[src/rtl/tlbinv_pkg.sv]
package tlbinv_pkg;
   typedef enum logic [2:0] {
      S_IDLE,
      S_WPF,
      S_WRITE,
      S_READ,
      S_WAIT,
      S_OK,
      S_ERR
   } tlbinv_state_e;
endpackage

[src/rtl/tlbinv_cmd_enc.sv]
module tlbinv_cmd_enc #(
   parameter int DW      = 32,
   parameter int EW      = 8,
   parameter int ENG_LSB = 16
) (
   input  logic [EW-1:0] eng,
   output logic [DW-1:0] cmd
);
   localparam int ENG_MSB = ENG_LSB + EW - 1;

   // bit 0 is the start/trigger bit, engine field sits above it
   for (genvar b = 0; b < DW; b++) begin : g_bit
      if (b == 0) begin : g_start
         assign cmd[b] = 1'b1;
      end else if (b >= ENG_LSB && b <= ENG_MSB) begin : g_eng
         assign cmd[b] = eng[b-ENG_LSB];
      end else begin : g_zero
         assign cmd[b] = 1'b0;
      end
   end
endmodule

[src/rtl/tlbinv_poll_timer.sv]
module tlbinv_poll_timer #(
   parameter int LIMIT = 2000
) (
   input  logic clk,
   input  logic rst_n,
   input  logic run,
   output logic expired
);
   localparam int CW = $clog2(LIMIT + 1);
   localparam logic [CW-1:0] LIM = CW'(LIMIT);

   logic [CW-1:0] cnt;

   always_ff @(posedge clk) begin
      if (!rst_n)         cnt <= '0;
      else if (!run)      cnt <= '0;
      else if (cnt != LIM) cnt <= cnt + 1'b1;
   end

   assign expired = (cnt == LIM);

   // once expired, the budget stays spent while the poll runs
   a_r7_expiry_sticks: assert property (@(posedge clk) disable iff (!rst_n)
      expired && run |=> expired);
endmodule

[src/rtl/tlbinv_fsm.sv]
module tlbinv_fsm
   import tlbinv_pkg::*;
#(
   parameter int EW       = 8,
   parameter int FULL_ENG = 6,
   parameter bit HAS_WPF  = 1'b1
) (
   input  logic          clk,
   input  logic          rst_n,
   input  logic          req_valid,
   input  logic [EW-1:0] req_engine,
   input  logic          req_full,
   input  logic          wpf_ack,
   input  logic          rd_valid,
   input  logic          rd_bit0,
   input  logic          expired,
   output logic          busy,
   output logic          done,
   output logic          err,
   output logic [EW-1:0] eng_q,
   output logic          wpf_req,
   output logic          wr_en,
   output logic          rd_en,
   output logic          timer_run
);
   localparam logic [EW-1:0] HOST_ENG = EW'(FULL_ENG);

   tlbinv_state_e state, state_n;
   logic          rd_pend;
   logic          full_go;

   if (HAS_WPF) begin : g_wpf
      assign full_go = req_full;
   end else begin : g_nowpf
      logic full_unused;
      assign full_unused = req_full;
      assign full_go     = 1'b0;
   end

   always_comb begin
      state_n = state;
      unique case (state)
         S_IDLE:  if (req_valid) state_n = full_go ? S_WPF : S_WRITE;
         S_WPF:   if (wpf_ack) state_n = S_WRITE;
         S_WRITE: state_n = S_READ;
         S_READ:  if (!rd_pend) state_n = S_WAIT;
         S_WAIT: begin
            if (rd_valid && !rd_bit0) state_n = S_OK;
            else if (expired)         state_n = S_ERR;
            else if (rd_valid)        state_n = S_READ;
         end
         S_OK, S_ERR: state_n = S_IDLE;
         default:     state_n = S_IDLE;
      endcase
   end

   always_ff @(posedge clk) begin
      if (!rst_n) begin
         state   <= S_IDLE;
         eng_q   <= '0;
         rd_pend <= 1'b0;
      end else begin
         state   <= state_n;
         rd_pend <= rd_en | (rd_pend & ~rd_valid);
         if (state == S_IDLE && req_valid)
            eng_q <= full_go ? HOST_ENG : req_engine;
      end
   end

   assign busy      = (state != S_IDLE);
   assign done      = (state == S_OK) || (state == S_ERR);
   assign err       = (state == S_ERR);
   assign wpf_req   = (state == S_WPF);
   assign wr_en     = (state == S_WRITE);
   assign rd_en     = (state == S_READ) && !rd_pend;
   assign timer_run = (state == S_WRITE) || (state == S_READ) || (state == S_WAIT);

   // strobes are single-cycle
   a_r2_wr_single: assert property (@(posedge clk) disable iff (!rst_n)
      wr_en |=> !wr_en);
   a_r2_rd_single: assert property (@(posedge clk) disable iff (!rst_n)
      rd_en |=> !rd_en);
   // done is a one-cycle pulse
   a_r3_done_pulse: assert property (@(posedge clk) disable iff (!rst_n)
      done |=> !done);
   // an error is only reported once the poll budget had run out
   a_r4_err_after_expiry: assert property (@(posedge clk) disable iff (!rst_n)
      err |-> $past(expired));
   // any downstream activity happens while busy
   a_r5_busy_cover: assert property (@(posedge clk) disable iff (!rst_n)
      (wr_en || rd_en || wpf_req) |-> busy);
   // write-path flush request holds, and no write precedes the ack
   a_r6_wpf_hold: assert property (@(posedge clk) disable iff (!rst_n)
      wpf_req && !wpf_ack |=> wpf_req && !wr_en);
endmodule

[src/rtl/tlbinv_ctrl.sv]
module tlbinv_ctrl #(
   parameter int DW          = 32,
   parameter int EW          = 8,
   parameter int ENG_LSB     = 16,
   parameter int TIMEOUT_CYC = 2000,
   parameter int FULL_ENG    = 6,
   parameter bit HAS_WPF     = 1'b1
) (
   input  logic          clk,
   input  logic          rst_n,
   input  logic          req_valid,
   input  logic [EW-1:0] req_engine,
   input  logic          req_full,
   output logic          busy,
   output logic          done,
   output logic          err,
   output logic [EW-1:0] rsp_engine,
   output logic          wpf_req,
   input  logic          wpf_ack,
   output logic          reg_wr_en,
   output logic [DW-1:0] reg_wr_data,
   output logic          reg_rd_en,
   input  logic          reg_rd_valid,
   input  logic [DW-1:0] reg_rd_data
);
   if (ENG_LSB < 1 || ENG_LSB + EW > DW) begin : g_bad_field
      $error("engine field does not fit the command word");
   end
   if (TIMEOUT_CYC < 1) begin : g_bad_timeout
      $error("TIMEOUT_CYC must be at least 1");
   end
   if (FULL_ENG < 0 || FULL_ENG >= (1 << EW)) begin : g_bad_host
      $error("FULL_ENG does not fit EW bits");
   end

   logic          expired, timer_run;
   logic [EW-1:0] eng_q;
   logic          rd_unused;

   assign rd_unused = ^reg_rd_data[DW-1:1];

   tlbinv_fsm #(
      .EW       (EW),
      .FULL_ENG (FULL_ENG),
      .HAS_WPF  (HAS_WPF)
   ) u_fsm (
      .clk        (clk),
      .rst_n      (rst_n),
      .req_valid  (req_valid),
      .req_engine (req_engine),
      .req_full   (req_full),
      .wpf_ack    (wpf_ack),
      .rd_valid   (reg_rd_valid),
      .rd_bit0    (reg_rd_data[0]),
      .expired    (expired),
      .busy       (busy),
      .done       (done),
      .err        (err),
      .eng_q      (eng_q),
      .wpf_req    (wpf_req),
      .wr_en      (reg_wr_en),
      .rd_en      (reg_rd_en),
      .timer_run  (timer_run)
   );

   tlbinv_poll_timer #(.LIMIT(TIMEOUT_CYC)) u_timer (
      .clk     (clk),
      .rst_n   (rst_n),
      .run     (timer_run),
      .expired (expired)
   );

   tlbinv_cmd_enc #(.DW(DW), .EW(EW), .ENG_LSB(ENG_LSB)) u_enc (
      .eng (eng_q),
      .cmd (reg_wr_data)
   );

   assign rsp_engine = eng_q;

   // every write carries the start bit
   a_r1_start_bit: assert property (@(posedge clk) disable iff (!rst_n)
      reg_wr_en |-> reg_wr_data[0]);
endmodule

[config.mk]
export PLATFORM = sky130hd
export DESIGN_NAME = tlbinv_ctrl
export DESIGN_NICKNAME = d
export VERILOG_FILES = /design/src/rtl/tlbinv_pkg.sv /design/src/rtl/tlbinv_cmd_enc.sv /design/src/rtl/tlbinv_poll_timer.sv /design/src/rtl/tlbinv_fsm.sv /design/src/rtl/tlbinv_ctrl.sv
export SDC_FILE = /design/constraint.sdc
export NUM_CORES = 1
export LEC_CHECK = 0
export BUFFER_PORTS_ARGS = -buffer_cell sky130_fd_sc_hd__buf_4
export CORE_MARGIN = 3
export CORE_UTILIZATION = 41
export DETAILED_ROUTE_END_ITERATION = 6
export HOLD_SLACK_MARGIN = 0.06
export PLACE_DENSITY = 0.82
export SLEW_MARGIN = 20
export SYNTH_ARGS = -nofsm -noshare
export SYNTH_HDL_FRONTEND = slang
export SYNTH_SLANG_ARGS = --single-unit
[constraint.sdc]
create_clock -name clk -period 4.25 [get_ports clk]
set_clock_uncertainty 0.15 [all_clocks]
set_input_delay 0.425 -clock clk [delete_from_list [all_inputs] [get_ports clk]]
set_output_delay 0.425 -clock clk [all_outputs]
set_load 0.005 [all_outputs]
Yosys cells after proc, flatten, opt, wreduce, memory -nomap -nowiden. Index checks and enable logic that the tools add are counted.

Flip-flop bits (word level): 23. Latch bits: 0. Bits in writable memories: 0. ROM bits: 0. Output and inout port bits: 46. Memories: 0.

Add/sub/neg operators: 1. Multipliers: 0. Divide/modulo/power cells: 0. Magnitude comparators: 0. Equality and inequality tests: 12. Shift-type cells: 0. Multiplexer cells: 9. Bitwise gates (word level): 3. Reductions and logical operators: 12.

Operators by type and width (count): 3-bit 2-to-1 mux (6); 3-bit case mux with 5 select lines (1); 11-bit by 1-bit adder with 11-bit output, second input constant (1); 11-bit equality test, second input constant (1); 11-bit != test, second input constant (1); 3-bit equality test, second input constant (3); 8-bit 2-to-1 mux (1); 3-bit by 2-bit equality test with 1-bit output, second input constant (2); 2-bit != test, second input constant (2); 4-bit by 3-bit != test with 1-bit output, second input constant (1); 4-bit AND reduction (1); 3-bit by 1-bit equality test with 1-bit output, second input constant (1); 1-bit logical AND (3); 3-bit logical NOT (1); 1-bit logical OR (3); 3-bit nonzero test (1); 1-bit logical NOT (2); 2-bit 2-to-1 mux (1); 2-bit by 1-bit != test with 1-bit output, second input constant (1); 2-bit AND reduction (1); 1-bit bitwise AND (1); 1-bit inverter (1); 1-bit OR (1).

Logic depth before layout (Yosys ltp).
Word-level depth: 4. Mapped depth: 6. Mapped depth without buffers: 6.

Hierarchy. A second synthesis with hierarchy kept.

Cells, all modules: 179. Area total of the unflattened synthesis: 1586.5 um2.

By module, submodules not included: tlbinv_fsm (instances 1, cells an instance 84, area each 790.8 um2, seq. area each 240.2 um2); tlbinv_poll_timer (instances 1, cells an instance 61, area each 548.0 um2, seq. area each 220.2 um2); tlbinv_cmd_enc (instances 1, cells an instance 34, area each 247.7 um2, seq. area each 0.0 um2).

Least setup slack after synthesis. No wires, ideal clock.

Path kind: register to register. Start point: register u_timer.cnt[0]. End point: register u_fsm.state[0]. Setup time: 0.126 ns. Data arrival time: 1.257 ns. Required time: 3.974 ns. Setup slack: 2.717 ns. Cell stages (with the launch flop): 7. Buffers on the path: 0. Path through: dfxtp_1 inv_1 ha_1 nand4b_1 or4_4 nand4_1 a211oi_1.

Word-level cells in the longest chain between the ends: 4. Elaborated cells on any way between the ends: 6. Those cells by class: eq/ne: 2; mux: 3; reduce/logical: 1.

Ends and longest elaborated chain: start: declaration (line tlbinv_poll_timer.sv:12) `logic [CW-1:0] cnt;`; start signal: assignment (line tlbinv_poll_timer.sv:17) `else if (cnt != LIM) cnt <= cnt + 1'b1;`; 11-bit equality test * (line tlbinv_poll_timer.sv:20) `assign expired = (cnt == LIM);`; 3-bit 2-to-1 mux (line tlbinv_fsm.sv:49) `else if (expired) state_n = S_ERR;`; 3-bit 2-to-1 mux (line tlbinv_fsm.sv:48) `if (rd_valid && !rd_bit0) state_n = S_OK;`; 3-bit case mux with 5 select lines (line tlbinv_fsm.sv:42) `unique case (state)`; end signal: assignment (line tlbinv_fsm.sv:63) `state <= state_n;`; end: declaration (line tlbinv_fsm.sv:28) `tlbinv_state_e state, state_n;`.

Mark *: on every way between the ends. The rest lies on a longest branch, timed or not. A chain may end at the register's enable or synchronous reset.

Worst setup path in the final report.
Start point: register u_fsm.state[0]. End point: register u_timer.cnt[4].

Word-level cells in the longest chain between the ends: 4. Elaborated cells on any way between the ends: 6. Those cells by class: eq/ne: 3; reduce/logical: 3.

Ends and longest elaborated chain: 3-bit by 2-bit equality test with 1-bit output (line tlbinv_fsm.sv:76) `assign timer_run = (state == S_WRITE) || (state == S_READ) || (state == S_WAIT);`; 1-bit logical OR (line tlbinv_fsm.sv:76); 1-bit logical OR * (line tlbinv_fsm.sv:76); 2-bit AND reduction (no source line) *.

Marked as above.

==> impl_results.md <==
* Status: finished clean
* Crit path cell chain: nor2_1 > and2_1 > o21ai_1 > nor2_1
* Worst Hold Class: in -> reg
* First-pass GRT wire length at approximately 4.4 mm
* H-tree Lvls at 1
* Core Area at roughly 3200 µm²
* Clock transition at path regs at 0.13 ns
* Setup CP Type: reg -> reg
* Crit path time final at 2.02 ns
* Peak VDD IR at 119 µV
* Slew Limit Headroom at 0.447
* RSZ-0062 raised after global routing: no
* WP data arrival at just over 2 ns
* Slew of the pin with the lowest slew margin at 0.824 ns
* Worst setup margin at 2.23 ns
* Max incr delay on CP at 0.66 ns
* Most common cell after layout, fill and taps aside: buf_4
* ANT nets after route at 0
* Crit. End Element: register
* # DRC at 0
* Final setup fails at 0
* Power after layout at approximately 450 µW
* Placed cells at ~240
* Final Hold Viols at 0
* Largest net degree at the start of global routing at 16
* Worst-Skew Late Latency at about 0.32 ns
* Maximum clock path buffer count at 2
* Vias per cell at between 4 and 5
* Slew Viols, Final at 0
* CP required at 4.28 ns
* Delay-heaviest family, CP: compound AO/OA/AOI/OAI gates
* Yosys warns at 0
* Layout area overhead at 11.3%
* Crit start category: register
* Clk sink count at 23
* DRT iter0 DRCs at 34
* Final Instance Count excl. Fillers at between 200 and 250
* GRT overflow at 0
* Most frequent CP cell: nor2_1
* Mapped Area at about 1400 µm²
* Met3 routed WL at around 140 µm
* Most frequent cells in the layout: 36 x buf_4, 24 x conb_1, 23 x dfxtp_1
* Gr usage total at 0.129
* Hold Buf Count CTS at 0
* Final HPWL DP at roughly 2 mm
* Fin nets at 246
* Wl on met1 at around 1.1 mm
* Vias in the first global route at a little under 1000
* Top Ports at 92
* Core Rows at 20
* First-pass DRT Iterations at 4
* IO buf count at 36
* Post-Syn Instances at around 170
* GP Congestion at approximately 0.80
* Total CTS buffers at 3
* Max Cap Viol at 0
* Share of synthesized area occupied by flip-flops and latches at 0.321
* Met2 Wirelength at ~1.2 mm
* Die Y at about 65 µm
* Full die area at 4250 µm²
* Routed via count at approximately 1100
* Initial antenna violation count at 0
* Die Width at around 65 µm
* Slowest-stage cell, CP: o21ai_1
* Setup TNS at 0 ns
* Crit-path max FO at 13
* Wirelength per Cell at ~11 µm
* Cell variety after synth at 38
* Final period util at 0.474
* Fin Hold WS at 0.160 ns
* Post-Place Setup Slack at around 2.3 ns
* Post-CTS setup repair buffer count at 0
* Fmax at between 400 and 500 MHz
* Share of cells above drive strength 1 at 0.234
* Lkg Pwr at around 0.00067 µW
* CTS tree: built
* Resize count post-CTS at 0
* #FFs+latches synth at 23
* Power Density at approximately 280 nW/µm²
* Average size of a mapped cell at about 8.3 µm²
* Critical path buffer and inverter count at 0
* Top Metal Used: met4
* Initial core utilization at 0.448
* CTS Root Cell: clkbuf_4
* Antenna cells at 0
* Final wirelength at approximately 2.6 mm
-- cell type report --
type                            count  area, µm²
Clock buffer                        4       26.3
Tap cell                           44       55.1
Inverter                            3       11.3
Timing Repair Buffer               36        270
Multi-Input combinational cell    131        776
Sequential cell                    23        460
Fill cell                         317       1600
-- cell usage after synthesis --
master	count	area share
nor3_1	7	0.024
xnor2_1	5	0.030
o21a_1	1	0.0052
a21boi_1	6	0.031
nor2_1	14	0.037
nor2_2	1	0.0044
o21ai_0	3	0.010
nor4_2	1	0.0087
a2bb2oi_1	1	0.0061
a41oi_2	1	0.011
nand2_1	14	0.037
nor3_2	1	0.0070
ha_1	2	0.017
nand3b_1	8	0.042
and4_1	1	0.0061
nand4_1	4	0.017
dfxtp_1	23	0.32
nor2b_1	8	0.035
a22oi_1	1	0.0052
xor2_1	5	0.030
nand3_1	2	0.0070
and3_1	1	0.0044
buf_2	4	0.014
clkbuf_1	3	0.0078
and3_2	1	0.0052
nand4b_1	1	0.0061
and2_1	3	0.013
o21ai_1	2	0.0070
conb_1	2	0.0052
inv_1	3	0.0078
and3b_1	1	0.0061
nand2b_1	1	0.0044
buf_4	32	0.17
nand4_2	1	0.0087
a211oi_1	2	0.010
nor3b_1	4	0.021
or4_4	1	0.0078
a21oi_1	3	0.010
-- through the flow --
stage | utilization | area [µm²]
after global routing | 0.499 | 1600
after detailed placement | 0.491 | 1570
after CTS | 0.499 | 1600
after floorplan | - | 1520
after global placement | 0.491 | 1570
final | 0.499 | 1600
-- power breakdown --
| part | total [µW] | switching [µW] | internal (µW) |
|---|---|---|---|
| clock network | 103 | 66.5 | 36.7 |
| registers | 241 | 15.5 | 226 |
| logic | 102 | 49.4 | 52.7 |
-- registers in the layout, indices dropped and copies added, names as in the netlist --
register,count
u_timer.cnt,11
u_fsm.eng_q,8
u_fsm.state,3
u_fsm.rd_pend,1
-- per-layer routing --
metal,track usage,up-vias
met1,0.161,525
met2,0.211,36
met3,0.0205,5
met5,0,-
met4,0.0699,0
li1,-,577
-- worst paths after layout --
kind,start,endpoint,slack (ns),depth (start not counted)
worst min-delay path,reg_rd_data[0],u_fsm.state[2]$_SDFFE_PN0P_,0.16,2
worst max-delay path,u_fsm.state[0]$_SDFFE_PN0P_,u_timer.cnt[4]$_SDFFE_PN0P_,2.23,4
worst max register to register,u_fsm.state[0]$_SDFFE_PN0P_,u_timer.cnt[4]$_SDFFE_PN0P_,2.23,4
worst min register to register,u_fsm.eng_q[3]$_SDFFE_PN0P_,u_fsm.eng_q[3]$_SDFFE_PN0P_,0.33,2
-- logic make-up after synthesis --
logic type,count (synthesis),synth area share
simple gates,75,0.301
xor+xnor,10,0.0610
buf+inv,42,0.197
flops,23,0.321
fa+ha+maj,2,0.0174
compound gates,20,0.0976
other cells,2,0.00523
(Power assumes the default switching activity.)
